===== src/rtl/owc_pkg.sv =====
package owc_pkg;
  typedef enum logic [2:0] {
    ST_IDLE,
    ST_PWAIT,
    ST_PDRV,
    ST_CMD,
    ST_WR,
    ST_RD,
    ST_DONE
  } owc_state_e;

  localparam logic [7:0] OP_WR_DIV  = 8'h01;
  localparam logic [7:0] OP_RD_DIV  = 8'hA1;
  localparam logic [7:0] OP_WR_MODE = 8'h02;
  localparam logic [7:0] OP_RD_MODE = 8'hA2;
endpackage


===== src/rtl/owc_line_front.sv =====
module owc_line_front #(
  parameter int SYNC_STAGES = 2,
  parameter int RESET_TICKS = 3840
) (
  input  logic clk,
  input  logic rst_n,
  input  logic line_i,
  output logic line_s_o,
  output logic fall_o,
  output logic bus_rst_o
);
  localparam int LOW_W = $clog2(RESET_TICKS + 1);

  logic [SYNC_STAGES-1:0] sync_q;
  logic                   prev_q;
  logic [LOW_W-1:0]       low_q, low_n;
  logic                   line_s;

  assign line_s = sync_q[SYNC_STAGES-1];

  always_comb begin
    if (line_s)                          low_n = '0;
    else if (low_q != LOW_W'(RESET_TICKS)) low_n = low_q + 1'b1;
    else                                 low_n = low_q;
  end

  always_ff @(posedge clk or negedge rst_n) begin
    if (!rst_n) begin
      sync_q <= '1;
      prev_q <= 1'b1;
      low_q  <= '0;
    end else begin
      sync_q <= {sync_q[SYNC_STAGES-2:0], line_i};
      prev_q <= line_s;
      low_q  <= low_n;
    end
  end

  assign line_s_o  = line_s;
  assign fall_o    = prev_q & ~line_s;
  assign bus_rst_o = ~prev_q & line_s & (low_q == LOW_W'(RESET_TICKS));
endmodule


===== src/rtl/owc_slot_timer.sv =====
module owc_slot_timer #(
  parameter int W = 12
) (
  input  logic         clk,
  input  logic         rst_n,
  input  logic         clear_i,
  input  logic         run_i,
  output logic [W-1:0] count_o
);
  logic [W-1:0] cnt_q, cnt_n;

  always_comb begin
    if (clear_i)    cnt_n = '0;
    else if (run_i) cnt_n = cnt_q + 1'b1;
    else            cnt_n = cnt_q;
  end

  always_ff @(posedge clk or negedge rst_n) begin
    if (!rst_n) cnt_q <= '0;
    else        cnt_q <= cnt_n;
  end

  assign count_o = cnt_q;
endmodule


===== src/rtl/owc_shifter.sv =====
module owc_shifter #(
  parameter int W = 9
) (
  input  logic         clk,
  input  logic         rst_n,
  input  logic         load_i,
  input  logic [W-1:0] load_val_i,
  input  logic         shift_i,
  input  logic         bit_i,
  output logic [W-1:0] q_o
);
  logic [W-1:0] sh_q, sh_n;

  always_comb begin
    if (load_i)       sh_n = load_val_i;
    else if (shift_i) sh_n = {bit_i, sh_q[W-1:1]};
    else              sh_n = sh_q;
  end

  always_ff @(posedge clk or negedge rst_n) begin
    if (!rst_n) sh_q <= '0;
    else        sh_q <= sh_n;
  end

  assign q_o = sh_q;
endmodule


===== src/rtl/owc_cfg_slave.sv =====
module owc_cfg_slave
  import owc_pkg::*;
#(
  parameter int TICKS_PER_US = 8,
  parameter int RESET_US     = 480,
  parameter int PRES_WAIT_US = 30,
  parameter int PRES_US      = 120,
  parameter int SAMPLE_US    = 30,
  parameter int HOLD_US      = 30,
  parameter int SYNC_STAGES  = 2,
  parameter int DATA_W       = 9,
  parameter int CMD_W        = 8,
  parameter logic [DATA_W-1:0] DIV_INIT  = '0,
  parameter logic [DATA_W-1:0] MODE_INIT = 9'h034
) (
  input  logic              clk,
  input  logic              rst_n,
  input  logic              line_i,
  output logic              pull_n_o,
  output logic [DATA_W-1:0] div_word_o,
  output logic [DATA_W-1:0] mode_word_o,
  output logic              wr_strobe_o
);
  localparam int RESET_T = TICKS_PER_US * RESET_US;
  localparam int WAIT_T  = TICKS_PER_US * PRES_WAIT_US;
  localparam int PRES_T  = TICKS_PER_US * PRES_US;
  localparam int SAMP_T  = TICKS_PER_US * SAMPLE_US;
  localparam int HOLD_T  = TICKS_PER_US * HOLD_US;
  localparam int MAX_AB  = (WAIT_T > PRES_T) ? WAIT_T : PRES_T;
  localparam int MAX_CD  = (SAMP_T > HOLD_T) ? SAMP_T : HOLD_T;
  localparam int MAX_T   = (MAX_AB > MAX_CD) ? MAX_AB : MAX_CD;
  localparam int TW      = $clog2(MAX_T + 1);
  localparam int BW      = $clog2(DATA_W + 1);

  owc_state_e        state_q, state_n;
  logic [BW-1:0]     bit_q, bit_n;
  logic              slot_q, slot_n;
  logic              tgt_q, tgt_n;
  logic [DATA_W-1:0] div_q, div_n, mode_q, mode_n;
  logic              stb_q, stb_n;

  logic              line_s, fall, bus_rst;
  logic              t_clr, t_run;
  logic [TW-1:0]     t_cnt;
  logic              sh_load, sh_shift;
  logic [DATA_W-1:0] sh_val, sh_q, shift_in;
  logic [CMD_W-1:0]  cmd_in;

  owc_line_front #(.SYNC_STAGES(SYNC_STAGES), .RESET_TICKS(RESET_T)) front_i (
    .clk(clk), .rst_n(rst_n), .line_i(line_i),
    .line_s_o(line_s), .fall_o(fall), .bus_rst_o(bus_rst)
  );

  owc_slot_timer #(.W(TW)) timer_i (
    .clk(clk), .rst_n(rst_n), .clear_i(t_clr), .run_i(t_run), .count_o(t_cnt)
  );

  owc_shifter #(.W(DATA_W)) shift_i (
    .clk(clk), .rst_n(rst_n), .load_i(sh_load), .load_val_i(sh_val),
    .shift_i(sh_shift), .bit_i(line_s), .q_o(sh_q)
  );

  assign shift_in = {line_s, sh_q[DATA_W-1:1]};
  assign cmd_in   = shift_in[DATA_W-1 -: CMD_W];

  always_comb begin
    state_n  = state_q;
    bit_n    = bit_q;
    slot_n   = slot_q;
    tgt_n    = tgt_q;
    div_n    = div_q;
    mode_n   = mode_q;
    stb_n    = 1'b0;
    t_clr    = 1'b0;
    t_run    = 1'b0;
    sh_load  = 1'b0;
    sh_shift = 1'b0;
    sh_val   = div_q;
    if (bus_rst) begin
      state_n = ST_PWAIT;
      t_clr   = 1'b1;
      slot_n  = 1'b0;
      bit_n   = '0;
    end else begin
      case (state_q)
        ST_PWAIT: begin
          t_run = 1'b1;
          if (t_cnt == TW'(WAIT_T - 1)) begin
            state_n = ST_PDRV;
            t_clr   = 1'b1;
          end
        end
        ST_PDRV: begin
          t_run = 1'b1;
          if (t_cnt == TW'(PRES_T - 1)) begin
            state_n = ST_CMD;
            t_clr   = 1'b1;
            bit_n   = '0;
            slot_n  = 1'b0;
          end
        end
        ST_CMD, ST_WR: begin
          if (!slot_q) begin
            if (fall) begin
              slot_n = 1'b1;
              t_clr  = 1'b1;
            end
          end else begin
            t_run = 1'b1;
            if (t_cnt == TW'(SAMP_T - 1)) begin
              slot_n   = 1'b0;
              sh_shift = 1'b1;
              bit_n    = bit_q + 1'b1;
              if (state_q == ST_CMD && bit_q == BW'(CMD_W - 1)) begin
                bit_n = '0;
                if (cmd_in == CMD_W'(OP_WR_DIV)) begin
                  state_n = ST_WR;
                  tgt_n   = 1'b0;
                end else if (cmd_in == CMD_W'(OP_WR_MODE)) begin
                  state_n = ST_WR;
                  tgt_n   = 1'b1;
                end else if (cmd_in == CMD_W'(OP_RD_DIV)) begin
                  state_n = ST_RD;
                  sh_load = 1'b1;
                  sh_val  = div_q;
                end else if (cmd_in == CMD_W'(OP_RD_MODE)) begin
                  state_n = ST_RD;
                  sh_load = 1'b1;
                  sh_val  = mode_q;
                end else begin
                  state_n = ST_DONE;
                end
              end else if (state_q == ST_WR && bit_q == BW'(DATA_W - 1)) begin
                state_n = ST_DONE;
                stb_n   = 1'b1;
                if (tgt_q) mode_n = shift_in;
                else       div_n  = shift_in;
              end
            end
          end
        end
        ST_RD: begin
          if (!slot_q) begin
            if (fall) begin
              slot_n = 1'b1;
              t_clr  = 1'b1;
            end
          end else begin
            t_run = 1'b1;
            if (t_cnt == TW'(HOLD_T - 1)) begin
              slot_n   = 1'b0;
              sh_shift = 1'b1;
              bit_n    = bit_q + 1'b1;
              if (bit_q == BW'(DATA_W - 1)) state_n = ST_DONE;
            end
          end
        end
        default: ;
      endcase
    end
  end

  always_ff @(posedge clk or negedge rst_n) begin
    if (!rst_n) begin
      state_q <= ST_IDLE;
      bit_q   <= '0;
      slot_q  <= 1'b0;
      tgt_q   <= 1'b0;
      div_q   <= DIV_INIT;
      mode_q  <= MODE_INIT;
      stb_q   <= 1'b0;
    end else begin
      state_q <= state_n;
      bit_q   <= bit_n;
      slot_q  <= slot_n;
      tgt_q   <= tgt_n;
      div_q   <= div_n;
      mode_q  <= mode_n;
      stb_q   <= stb_n;
    end
  end

  assign pull_n_o    = ~((state_q == ST_PDRV) | ((state_q == ST_RD) & slot_q & ~sh_q[0]));
  assign div_word_o  = div_q;
  assign mode_word_o = mode_q;
  assign wr_strobe_o = stb_q;
endmodule


===== config.mk =====
export PLATFORM = sky130hd
export DESIGN_NAME = owc_cfg_slave
export DESIGN_NICKNAME = d
export VERILOG_FILES = /design/src/rtl/owc_pkg.sv /design/src/rtl/owc_line_front.sv /design/src/rtl/owc_slot_timer.sv /design/src/rtl/owc_shifter.sv /design/src/rtl/owc_cfg_slave.sv
export SDC_FILE = /design/constraint.sdc
export NUM_CORES = 1
export LEC_CHECK = 0
export BUFFER_PORTS_ARGS = -buffer_cell sky130_fd_sc_hd__buf_2
export CELL_PAD_IN_SITES_DETAIL_PLACEMENT = 1
export CELL_PAD_IN_SITES_GLOBAL_PLACEMENT = 1
export CORE_MARGIN = 4
export CORE_UTILIZATION = 30
export CTS_CLUSTER_SIZE = 12
export DETAILED_ROUTE_END_ITERATION = 16
export PLACE_DENSITY = 0.64
export SKIP_LAST_GASP = 1
export SYNTH_ARGS = -nofsm -noshare
export SYNTH_HDL_FRONTEND = slang
export SYNTH_SLANG_ARGS = --single-unit

===== constraint.sdc =====
create_clock -name clk -period 5.69 [get_ports clk]
set_input_delay 1.138 -clock clk [delete_from_list [all_inputs] [get_ports clk]]
set_output_delay 1.138 -clock clk [all_outputs]
set_load 0.05 [all_outputs]

==> out/qor.csv, run 1 <==
stage;metric;value;unit
final_layout;most common cell after layout, fill and taps aside;dfrtp_1;
synthesis;Syn Nets;323;
synthesis;mapped cell area;0.00324;mm²
timing;clock skew;0.0120;ns
timing;Tcrit/Tclk final;50.8;%
power;PD cells;234;mW/mm²
floorplan;initial core utilization;31.1;%
critical_path;Setup CP Type;flop to primary output;
clock_network;clk buf depth;2;
final_layout;most frequent cells in the layout;dfrtp_1 (56), nor2_1 (46), buf_2 (22);
detailed_routing;vias after detailed routing;2458;
synthesis;top post-synthesis cells by area;dfrtp_1 (43%), mux2_2 (6.3%), nor2_1 (5.3%);
detailed_routing;Pre-antenna DRT Iters;4;
floorplan;die span in x;112;µm
flow_run;max_cap viols;0;
synthesis;average footprint of a synthesized cell;10.3;µm²
critical_path;CP Capture Type;primary output;
synthesis;synth unique cells;57;
critical_path;CP top delay family;flip-flops;
synthesis;Post-synth top flop;dfrtp_1;
detailed_routing;routed len/inst;16.1;µm
detailed_routing;DRT Wirelength;7750;µm
synthesis;Synth Warn #;0;
floorplan;Die Ht;112;µm
grt;vias in the first global route;2571;
clock_network;Clock Tree Root;clkbuf_8;
timing;Slew Limit Headroom;36.9;%
placed_design;dpl hpwl;5390;µm
grt;met2 GRT Util;20.8;%
clock_network;# resized after CTS;0;
critical_path;WP data required;4.55;ns
grt;pin count of the biggest net entering global routing;63;
power;overall power;0.866;mW
floorplan;total core area;0.0104;mm²
timing;Final Slew Violations;0;
timing;Worst-Margin Slew;0.942;ns
detailed_routing;DR iter-0 viols;67;
grt;total track usage;13.2;%
synthesis;FFs w/ async S/R, synth;100;%
synthesis;register area share after synthesis;48.1;%
placed_design;port bufs;22;
hold_path;worst min-delay path class;flop to flop;
clock_network;CTS tree;yes;
critical_path;CP cell instances;nand2b_1 > o32a_1 > buf_2;
detailed_routing;vias per inst;5.11;
power;Leakage;1.63;nW
timing;Final Hold Fails;0;
grt;met3 usage;2.17;%
grt;grt met1 use;17.8;%
floorplan;# rows;37;
synthesis;share of the synthesized area in the top cell type;43.3;%
synthesis;number of enable flip-flop cells after synthesis;0;
timing;Final Critical Period;2.89;ns
timing;max frequency;346;MHz
clock_network;# clock sinks;62;
synthesis;Yosys reg bits;62;
final_layout;area grow syn2layout;14.1;%
grt;global-route wire length before repair;13400;µm
floorplan;top-level I/O count;23;
critical_path;critical path arrival;1.75;ns
synthesis;leading area contributor after synthesis;dfrtp_1;
timing;setup TNS;0;ns
grt;GR peak layer;met2;
clock_network;hold_buf cts;0;
clock_network;Worst-path clk slew;0.07;ns
critical_path;Worst Path Max Fanout;11;
clock_network;CTS buffer count;9;
critical_path;Max stage delay cell, worst path;dfrtp_1;
detailed_routing;Detail Route Antenna Nets;0;
placed_design;gpl congestion;0.770;
power;peak supply drop;124;µV
clock_network;H-tree Lvls;3;
floorplan;die area;0.0125;mm²
final_layout;nets;348;
critical_path;crit path buf inv count;1;
grt;antenna violations before repair;0;
grt;total congestion overflow;0;
final_layout;share of layout cells above drive strength 1;20.3;%
synthesis;Syn Inst Count;315;
critical_path;Startpoint Class;flop;
clock_network;clk_lat worst skew;0.33;ns
final_layout;Diodes inserted;0;
detailed_routing;# DRC;0;
timing;# setup viols final;0;
timing;RSZ-0062 raised after global routing;false;
final_layout;fillers;1190;
clock_network;Setup Fix Bufs, Post-CTS;0;
critical_path;CP max stage delay;0.49;ns
status;outcome;finished clean;
==> power by group <==
group	switching, mW	internal, mW	leakage (nW)
sequential	0.00446	0.445	0.843
clock	0.162	0.239	0.104
combinational	0.0116	0.00392	0.688
==> metrics by stage <==
stage	util [%]	hold slack, ns	area, µm²	setup WS (ns)	instances
2_1_floorplan	-	0.345	3240	3.27	315
3_3_place_gp	33.5	0.346	3490	2.92	465
3_5_place_dp	33.5	0.353	3490	2.80	465
4_1_cts	35.5	0.363	3690	2.77	481
5_1_grt	35.5	0.368	3690	2.60	481
6_report	35.5	0.360	3690	2.80	481
==> worst register-to-register path: stages (launching register included) <==
cell	delay [ns]
dfrtp_1	0.43
ha_1	0.29
nand4b_1	0.24
or4_4	0.58
nor4_1	0.34
and3b_1	0.52
mux2_2	0.39
==> routing by layer <==
layer  up-vias  share of wire, %  wire [µm]
met5         -                 0          0
met4         0               2.0        157
met3        12               2.6        203
met2        31                47       3650
met1      1231                48       3740
li1       1184                 -          -
==> final timing paths <==
check	startpoint	endpoint	slack [ns]	depth (start not counted)
worst min-delay path	front_i.sync_q[0]	front_i.sync_q[1]	0.36	0
worst max-delay path	state_q[1]	pull_n_o	2.80	3
worst max register to register	timer_i.count_o[0]	div_word_o[7]	2.80	6
max in group asynchronous	rst_n	timer_i.count_o[6]	4.17	2
min in group asynchronous	rst_n	front_i.low_q[1]	0.97	2
worst min register to register	front_i.sync_q[0]	front_i.sync_q[1]	0.36	0
==> cells by family (layout without fill, tap and decap cells) <==
kind of cell / after synthesis / in the layout / share of synthesized area [%]
and+or+nand+nor: 136 / 136 / 23.0
DFF: 62 / 62 / 48.1
AOI/OAI and AO/OA: 39 / 39 / 8.15
muxes: 31 / 31 / 10.3
xor gates and xnor gates: 21 / 21 / 5.68
buffers and inverters: 21 / 51 / 2.86
adders and majority gates: 5 / 5 / 1.93
==> synthesized netlist by cell type, drive strengths merged, types with 3 or more instances <==
cell type and number:
dfrtp 56, nor2 46, mux2 18, nand2 18, mux2i 13, xor2 12
a21oi 11, inv 11, nand3 9, nand4 9, xnor2 9, clkbuf 7
nor4 7, o31ai 7, dfstp 6, ha 5, or3 5, and2 4
and4 4, nand2b 4, nor3 4, o21ai 4, or4 4, a211oi 3
a31oi 3, and3 3, and3b 3, buf 3, nand3b 3, nand4b 3
==> area by class of cell <==
| cell class | instances | area, µm² | share of cell area, % |
|---|---|---|---|
| clock buffer | 15 | 176 | 4.77 |
| clock inverter | 1 | 30.0 | 0.813 |
| inverter | 11 | 41.3 | 1.12 |
| multi-input combinational | 232 | 1590 | 43.1 |
| sequential | 62 | 1560 | 42.2 |
| tap | 136 | 170 | 4.61 |
| timing repair buffer | 24 | 125 | 3.39 |
==> flip-flops by register name, indices dropped and copies added, names as in the netlist <==
register / count
div_word_o: 9
slot_q: 1
front_i.low_q: 12
front_i.sync_q: 2
state_q: 3
timer_i.count_o: 10
tgt_q: 1
bit_q: 4
shift_i.q_o: 9
front_i.prev_q: 1
mode_word_o: 9
wr_strobe_o: 1
(Power assumes the default switching activity.)
==> inputs of run 2 (changes only) <==
--- a/config.mk
+++ b/config.mk
@@ -12,7 +12,7 @@
 export CORE_UTILIZATION = 30
 export CTS_CLUSTER_SIZE = 12
 export DETAILED_ROUTE_END_ITERATION = 16
-export PLACE_DENSITY = 0.64
+export PLACE_DENSITY = 0.66
 export SKIP_LAST_GASP = 1
 export SYNTH_ARGS = -nofsm -noshare
 export SYNTH_HDL_FRONTEND = slang
==> constraint.sdc (replaced) <==
create_clock -name clk -period 2.6 [get_ports clk]
set_input_delay 0.52 -clock clk [delete_from_list [all_inputs] [get_ports clk]]
set_output_delay 0.52 -clock clk [all_outputs]
set_load 0.05 [all_outputs]
==> run 2 against run 1 <==
Effect of this change: setup slack got worse by 2.7 ns; flip-flop and latch count did not move; critical path depth rose by 3; largest cell class unchanged.
==> out/qor.csv, run 2 (same netlist as run 1, synthesis figures left out) <==
stage;metric;value;unit
critical_path;WP data required;2.81;ns
clock_network;CTS tree;yes;
timing;RSZ-0062 raised after global routing;false;
power;clock network power share;41.3;%
floorplan;# rows;37;
power;Switching Fraction;23.7;%
flow_run;max_cap viols;0;
timing;clock skew;0.0149;ns
final_layout;final instance area;0.00374;mm²
clock_network;H-tree Lvls;3;
grt;total track usage;13.8;%
timing;Final Critical Period;2.49;ns
detailed_routing;vias per inst;5.14;
floorplan;top-level I/O count;23;
detailed_routing;DRT Wirelength;8210;µm
critical_path;critical path arrival;2.70;ns
final_layout;non-filler cells, final;492;
floorplan;total core area;0.0104;mm²
timing;minimum hold slack;0.126;ns
timing;Tcrit/Tclk final;95.6;%
final_layout;most frequent cells in the layout;dfrtp_1 (56), nor2_1 (46), buf_2 (22);
clock_network;clk_lat worst skew;0.34;ns
grt;pin count of the biggest net entering global routing;23;
detailed_routing;Detail Route Antenna Nets;0;
critical_path;Startpoint Class;flop;
timing;Final Slew Violations;0;
timing;setup TNS;0;ns
detailed_routing;DR iter-0 viols;117;
clock_network;Worst-path clk slew;0.08;ns
final_layout;Diodes inserted;0;
clock_network;Setup Fix Bufs, Post-CTS;0;
placed_design;placed cell area;0.00358;mm²
final_layout;fillers;1203;
grt;vias in the first global route;2684;
floorplan;Die Ht;112;µm
grt;antenna violations before repair;0;
detailed_routing;Pre-antenna DRT Iters;4;
timing;Final Hold Fails;0;
power;sw power;0.412;mW
status;outcome;finished clean;
power;peak supply drop;380;µV
grt;global-route wire length before repair;13900;µm
grt;total congestion overflow;0;
floorplan;die span in x;112;µm
placed_design;dpl hpwl;5950;µm
clock_network;# resized after CTS;0;
detailed_routing;vias after detailed routing;2528;
critical_path;Setup CP Type;flop to flop;
placed_design;placed cells;476;
timing;# setup viols final;0;
power;PD cells;464;mW/mm²
timing;Slew Limit Headroom;61.5;%
final_layout;max reg flops;12;
floorplan;initial core utilization;31.1;%
detailed_routing;# DRC;0;
clock_network;hold_buf cts;0;
critical_path;CP Capture Type;flop;
timing;max frequency;402;MHz
final_layout;most common cell after layout, fill and taps aside;dfrtp_1;
detailed_routing;routed len/inst;16.7;µm
final_layout;share of layout cells above drive strength 1;22.8;%
power;P_int;1.32;mW
final_layout;nets;359;
final_layout;area grow syn2layout;15.4;%
hold_path;worst min-delay path class;input pin to asynchronous set/reset pin;
power;Flop pwr share;56.5;%
clock_network;# clock sinks;62;
critical_path;Worst Path Max Fanout;9;
placed_design;gpl congestion;0.800;
power;Leakage;1.67;nW
clock_network;clk buf depth;2;
timing;Worst-Margin Slew;0.572;ns
clock_network;CTS buffer count;9;
power;Logic pwr share;2.3;%
placed_design;port bufs;22;
floorplan;die area;0.0125;mm²
final_layout;register with the most flip-flops;front_i.low_q;
clock_network;Clock Tree Root;clkbuf_8;
run 2: metal layers:
layer | wire [µm] | vias up | global-route usage, %
li1 | - | 1193 | -
met1 | 3740 | 1279 | 18.0
met2 | 4010 | 42 | 22.5
met3 | 267 | 14 | 2.07
met4 | 189 | 0 | 6.33
met5 | 0 | - | 0
run 2: critical path, stage by stage, from the launching register on:
cell and delay, ns:
dfrtp_1 0.37, or3b_1 0.43, or4_4 0.47, nor4_1 0.35
and3b_1 0.27, buf_12 0.14, mux2_2 0.33
run 2: per-stage QoR:
| stage | power [mW] | util, % | setup slack, ns |
|---|---|---|---|
| 6_report | 1.73 | 35.9 | 0.113 |
| 5_1_grt | 1.82 | 35.9 | 0.0165 |
| 4_1_cts | 1.76 | 35.9 | 0.103 |
| 3_5_place_dp | 1.04 | 34.4 | 0.118 |
| 3_3_place_gp | 1.04 | 34.4 | 0.232 |
| 2_1_floorplan | 1.01 | - | 0.176 |
run 2: final cells by class:
type / instances / area [µm²] / share of cell area (%)
Clock buffer: 11 / 131 / 3.52
Clock inverter: 5 / 27.5 / 0.737
Inverter: 11 / 41.3 / 1.10
Multi-Input combinational cell: 232 / 1590 / 42.5
Sequential cell: 62 / 1560 / 41.7
Tap cell: 136 / 170 / 4.55
Timing Repair Buffer: 35 / 220 / 5.89
run 2: power groups by stage:
| stage | clock network (mW) | logic, mW | registers [mW] |
|---|---|---|---|
| final | 0.716 | 0.0392 | 0.980 |
| after detailed placement | 0 | 0.0414 | 0.998 |
| after global routing | 0.795 | 0.0463 | 0.980 |
| after global placement | 0 | 0.0402 | 0.998 |
| after CTS | 0.741 | 0.0413 | 0.980 |
| after floorplan | 0 | 0.0147 | 0.994 |
run 2: path summary, 6_finish.rpt:
check	from	end	slack, ns	cells past startpoint
max in group asynchronous	rst_n	front_i.prev_q	1.76	2
worst min-delay path	rst_n	shift_i.q_o[8]	0.13	1
min in group clk	line_i	front_i.sync_q[0]	0.28	1
worst max register to register	timer_i.count_o[9]	div_word_o[6]	0.11	6
worst min register to register	front_i.sync_q[0]	front_i.sync_q[1]	0.36	0
worst max-delay path	timer_i.count_o[9]	div_word_o[6]	0.11	6
